**config.mk**
```make
export PLATFORM = sky130hd
export DESIGN_NAME = irq_group_agg
export DESIGN_NICKNAME = d
export VERILOG_FILES = /design/src/rtl/irq_group_agg.sv
export SDC_FILE = /design/constraint.sdc
export NUM_CORES = 1
export LEC_CHECK = 0
export BUFFER_PORTS_ARGS = -buffer_cell sky130_fd_sc_hd__buf_4
export CORE_AREA = 2 2 244 246
export DETAILED_ROUTE_END_ITERATION = 16
export DIE_AREA = 0 0 246 248
export GPL_TIMING_DRIVEN = 1
export SYNTH_ARGS = -nofsm -noshare
export SYNTH_HDL_FRONTEND = slang
export SYNTH_SLANG_ARGS = --single-unit
```
**constraint.sdc**
```tcl
create_clock -name clk -period 2 [get_ports clk]
set_clock_uncertainty 0.15 [all_clocks]
set_input_delay 0 -clock clk [delete_from_list [all_inputs] [get_ports clk]]
set_output_delay 0 -clock clk [all_outputs]
set_load 0.02 [all_outputs]
```
**src/rtl/irq_group_agg.sv**
```systemverilog
module irq_group_agg #(
  parameter int NUM_PINS = 184,
  parameter int GRP      = 4,
  parameter int LEN_W    = 12,
  parameter int WORD     = 32
) (
  input  logic                clk,
  input  logic                rst_n,
  input  logic [NUM_PINS-1:0] pin_pend,
  input  logic [NUM_PINS-1:0] int_en_cfg,
  input  logic                dbnc_wr,
  input  logic                eoi_wr,
  input  logic                blk_en,
  input  logic [LEN_W-1:0]    blk_len,
  output logic [NUM_PINS-1:0] int_en_rd,
  output logic [WORD-1:0]     sum_lo,
  output logic [WORD-1:0]     sum_hi,
  output logic                host_irq
);
  localparam int NUM_SUM = NUM_PINS / GRP;
  localparam int HI_PAD  = 2 * WORD - NUM_SUM;

  logic [NUM_SUM-1:0] grp_or, sum_q, sum_d;
  logic [LEN_W-1:0]   blk_cnt;
  logic               irq_q;

  genvar g;
  generate
    for (g = 0; g < NUM_SUM; g++) begin : g_or
      assign grp_or[g] = |pin_pend[g*GRP +: GRP];
    end
  endgenerate

  wire blocked   = |blk_cnt;
  wire blk_start = dbnc_wr & blk_en & (|blk_len);
  assign sum_d   = blocked ? sum_q : grp_or;
  wire new_stat  = |(sum_d & ~sum_q);

  always_ff @(posedge clk or negedge rst_n) begin
    if (!rst_n) begin
      sum_q   <= '0;
      blk_cnt <= '0;
      irq_q   <= 1'b0;
    end else begin
      sum_q <= sum_d;
      if (blk_start)    blk_cnt <= blk_len;
      else if (blocked) blk_cnt <= blk_cnt - LEN_W'(1);
      if (new_stat)     irq_q <= 1'b1;
      else if (eoi_wr)  irq_q <= 1'b0;
    end
  end

  assign sum_lo    = sum_q[WORD-1:0];
  assign sum_hi    = {{HI_PAD{1'b0}}, sum_q[NUM_SUM-1:WORD]};
  assign int_en_rd = blocked ? '0 : int_en_cfg;
  assign host_irq  = irq_q;


  group0_chk: assert property (@(posedge clk) disable iff (!rst_n)
    (blk_cnt == '0) |=> (sum_lo[0] == $past(|pin_pend[GRP-1:0])));


  irq_rise_chk: assert property (@(posedge clk) disable iff (!rst_n)
    $rose(host_irq) |-> ((sum_lo | sum_hi) != '0));


  irq_fall_chk: assert property (@(posedge clk) disable iff (!rst_n)
    $fell(host_irq) |-> $past(eoi_wr));


  blk_hold_chk: assert property (@(posedge clk) disable iff (!rst_n)
    (blk_cnt != '0) |=> ($stable(sum_lo) && $stable(sum_hi)));


  en_gate_chk: assert property (@(posedge clk) disable iff (!rst_n)
    $past(dbnc_wr && blk_en && (blk_len != '0)) |-> (int_en_rd == '0));


  no_block_chk: assert property (@(posedge clk) disable iff (!rst_n)
    (dbnc_wr && (!blk_en || blk_len == '0) && blk_cnt == '0) |=> (int_en_rd == int_en_cfg));
endmodule

```
* Word level (Yosys, flattened, before mapping) *
Cells that the tools add are included.

storage, ports and cells
  flip-flop bits (word level) = 59
  bits of input ports = 385
  output and inout bits = 249
  word-level logic and storage cells = 65

cells by class
  add/subtract/negate cells = 1
  mux-type cells = 6
  bitwise logic cells = 4
  reduce and logical (&&, ||, !) cells = 51

operators with widths
  kind                                                count
  2-to-1 mux 184 bit                                  1
  OR reduction 4 bit                                  46
  bitwise AND 46 bit                                  1
  2-to-1 mux 46 bit                                   1
  NOT 46 bit                                          1
  OR reduction 46 bit                                 1
  2-to-1 mux 12 bit                                   2
  OR reduction 12 bit                                 2
  subtractor 12 x 1 -> 12 bit, second input constant  1
  nonzero test 2 bit                                  2
  bitwise AND 1 bit                                   2
  2-to-1 mux 1 bit                                    2

* Depth between registers and ports, before layout *
  depth in word-level cells = 5
  gate-level depth with buffers = 8
  gate-level depth less buffers = 7

* Worst setup path after synthesis *
Ideal clock, no wire load.

  path kind = reg2reg
  start = register blk_cnt[4]
  end = register blk_cnt[1]
  setup time = 0.125 ns
  data arrival time = 1.829 ns
  data required time = 1.725 ns
  slack = -0.104 ns
  cell stages (with the launch flop) = 6
  path buffers = 1
  clock period less this slack = 2.104 ns
  path through = dfrtp_1 or4_4 nor4_4 buf_2 o21ai_0 mux2_2

between the ends
  cells in the longest elaborated chain, start to end = 2

ends and longest elaborated chain
  what                          line  RTL
  from (decl)                   24    logic [LEN_W-1:0] blk_cnt;
  from (signal assigned)        46    if (blk_start) blk_cnt <= blk_len;
  from (signal assigned)        47    else if (blocked) blk_cnt <= blk_cnt - LEN_W'(1);
  OR reduction 12 bit           34    wire blocked = |blk_cnt;
  nonzero test 2 bit (no line)  n/a

Every way passes these cells.
A chain may end at the register's enable or synchronous reset.

* Worst setup path in the final report *
  start = register blk_cnt[6]
  end = output int_en_rd[154]

between the ends
  cells in the longest elaborated chain, start to end = 2

ends and longest elaborated chain
  what                 line  RTL
  OR reduction 12 bit  34
  2-to-1 mux 184 bit   55    assign int_en_rd = blocked ? '0 : int_en_cfg;
  to (decl)            15    output logic [NUM_PINS-1:0] int_en_rd,

Every way passes these cells.

==> out/results.tsv <==
metric	value	unit
yosys-top-cells-area	dfrtp_1 (35%), and2_1 (27%), nor4_1 (8.2%), a21oi_1 (5.9%), nor2_1 (4.8%)	
first_pass_iters	4	
ys_ff_latch	59	
antenna_found_initial	7	
hp-class	input port to asynchronous set/reset pin	
dpl.hpwl	29800	µm
cts_buffer_depth	2	
synth_common_cells	and2_1 (184), dfrtp_1 (59), nor4_1 (56)	
die_w	246	µm
worst-slew-pin-transition	0.5866	ns
fmax	0.3864	GHz
cts.sinks	59	
finalHoldViolCount	0	
worstSkewPairLatency	0.37	ns
fin_tns_setup	-114.58	ns
end_kind	output pin	
synth_edf_count	0	
cp_max_fo	12	
io_buffers	615	
start_util	7.272	%
p_per_area	371.9	nW/µm²
synth-main-ff-cell	dfrtp_1	
slowest_stage	or4_4	
grt_pass1_vias	7117	
async_flop_share	100.0	%
root_buffer	clkbuf_16	
violations	negative setup slack	
drive_above_1_share	67.64	%
slew_headroom	60.90	%
postSynthCellCount	534	
critical_path_class	flip-flop to output pin	
htreeDepth	3	
p_leak	0.005970	µW
max_stage_delay	0.58	ns
gp_congestion	0.8945	
track_usage	11.32	%
drc	0	
pin_count	634	
wl_per_cell	18.32	µm
fin_crit_sh	129.4	%
ir_worst_vdd	0.0003896	V
stdcell_area	12390	µm²
cp.arrival	2.44	ns
synth_warnings	0	
rsz0062_at_grt	yes	
tritoncts	built	
min_period	2.588	ns
synth_most_common_cell	and2_1	
gr-total-overflow	0	
report.final.slew_viol_count	0	
vias	7072	
rows	89	
post_dp_cell_area	10210	µm²
synth_top_area_share	34.73	%
worst_setup_path_start_kind	flip-flop	
clkTransAtPathRegs	0.06	ns
syn_avg_cell_area	7.962	µm²
crit_buf_inv	4	
required	1.85	ns
synth.largest_area_cell	dfrtp_1	
path_delay_family	simple AND/OR/NAND/NOR gates	
maxCapViolations	0	
crit_chain	or4_4 > nor4_4 > buf_6 > buf_4 > clkbuf_16 > and2_2 > buf_6	
synthToLayoutAreaGrowth	191.4	%
core	58460	µm²
grt_max_degree	39	
wl	38000	µm
ys_seq_area_share	34.73	%
die_h	248	µm
dieArea	61010	µm²
layout.nets	1680	
drtIter0Drc	190	
cts_buffers	9	
netlist_area	4252	µm²
synthDistinctLibCells	33	
viasPerCell	3.410	
setup_viol	243	
fin_ws	-0.5877	ns
grt_pass1_wl	48400	µm
cpMostUsedCell	buf_6	
status	finished with violations	
postRouteAntennaNets	0	
metal layers:
layer / part of all wire (%) / global-route usage (%) / wire length, µm
met2: 55 / 22.54 / 21020
met4: 2.0 / 3.316 / 755
met3: 8.3 / 3.731 / 3162
met5: 0.11 / 0 / 41
met1: 34 / 10.90 / 13020
flip-flops by register name, summed over array words and instances, names as in the netlist:
signal,flops
host_irq,1
blk_cnt,12
sum_q,46
metrics by stage:
stage,setup WS [ns],total power [µW],hold slack [ns],util (%),cells
final,-0.5877,4608,0.04984,21.19,2074
after global routing,-0.6902,4908,0.05712,21.19,2073
after global placement,-0.2379,2847,-0.1015,17.46,1930
after floorplan,-0.03800,1877,-0.4456,-,551
after detailed placement,-0.2759,2855,-0.09533,17.46,1930
after CTS,-0.6022,4693,0.01252,20.58,2062
worst paths after layout:
path                       startpoint        endpoint  slack [ns]  depth (start not counted)
min in group clk               blk_en      blk_cnt[7]        0.05                          5
setup / recovery           blk_cnt[6]  int_en_rd[154]       -0.59                          7
hold / removal                  rst_n        sum_q[0]        0.05                          2
setup reg to reg           blk_cnt[6]       sum_q[12]       -0.40                          8
hold reg to reg             sum_q[10]       sum_q[10]        0.41                          2
max in group asynchronous       rst_n       sum_q[45]        1.10                          3
worst register-to-register path, delay by kind of cell, from the launching register on:
family                 cells  cell delay (ns)
buffers and inverters      4             0.67
and+or+nand+nor            3             0.99
DFF                        1             0.37
AOI/OAI and AO/OA          1             0.13
where the power goes:
group,switching (µW),internal [µW]
registers,84.1,1300
logic,635,993
clock network,713,882
total,1430,3180
cells in the final DEF, fill, tap and decap left out, types with 2 or more instances in the layout:
cell type      count
clkinv_4           2
a21oi_1           50
clkinvlp_4         3
nor4_1            55
and2_4            46
ha_1               2
buf_16             3
diode_2            3
and2_1             8
xnor2_1            5
or4_1              3
buf_8              5
o22ai_1           22
o21ai_0            8
a21o_1             2
dfrtp_1           59
and2_2           130
dlygate4sd3_1    105
mux2_2             3
or4_4              2
buf_4            560
buf_12             4
buf_6             97
nor2b_1            2
bufbuf_16          4
nor3_1             3
clkbuf_16         13
nand2_1           11
inv_1              3
nor2_1            54
conb_1            18
area by class of cell:
type | instances | area (µm²)
antenna | 3 | 7.507
clock buffer | 10 | 239.0
clock inverter | 6 | 48.80
fill | 6453 | 46070
inverter | 3 | 11.26
multi-input combinational | 438 | 2824
sequential | 59 | 1476
tap | 773 | 967.2
timing repair buffer | 782 | 6815
timing repair:
action	4_1_cts	5_1_grt
resized for setup	72	83
pin swaps	4	26
setup endpoints to repair	242	243
hold buffers	105	0
cloned	5	5
hold endpoints to repair	118	0
setup buffers	6	4
kinds of logic after synthesis:
logic type	count (synthesis)	share of synthesized area [%]
buf+inv	54	7.239
compound gates	87	11.24
flops	59	34.73
mux	4	1.030
other cells	1	0.08820
xor+xnor	5	1.030
fa+ha+maj	2	0.5885
simple gates	322	44.06
(Power assumes the default switching activity.)
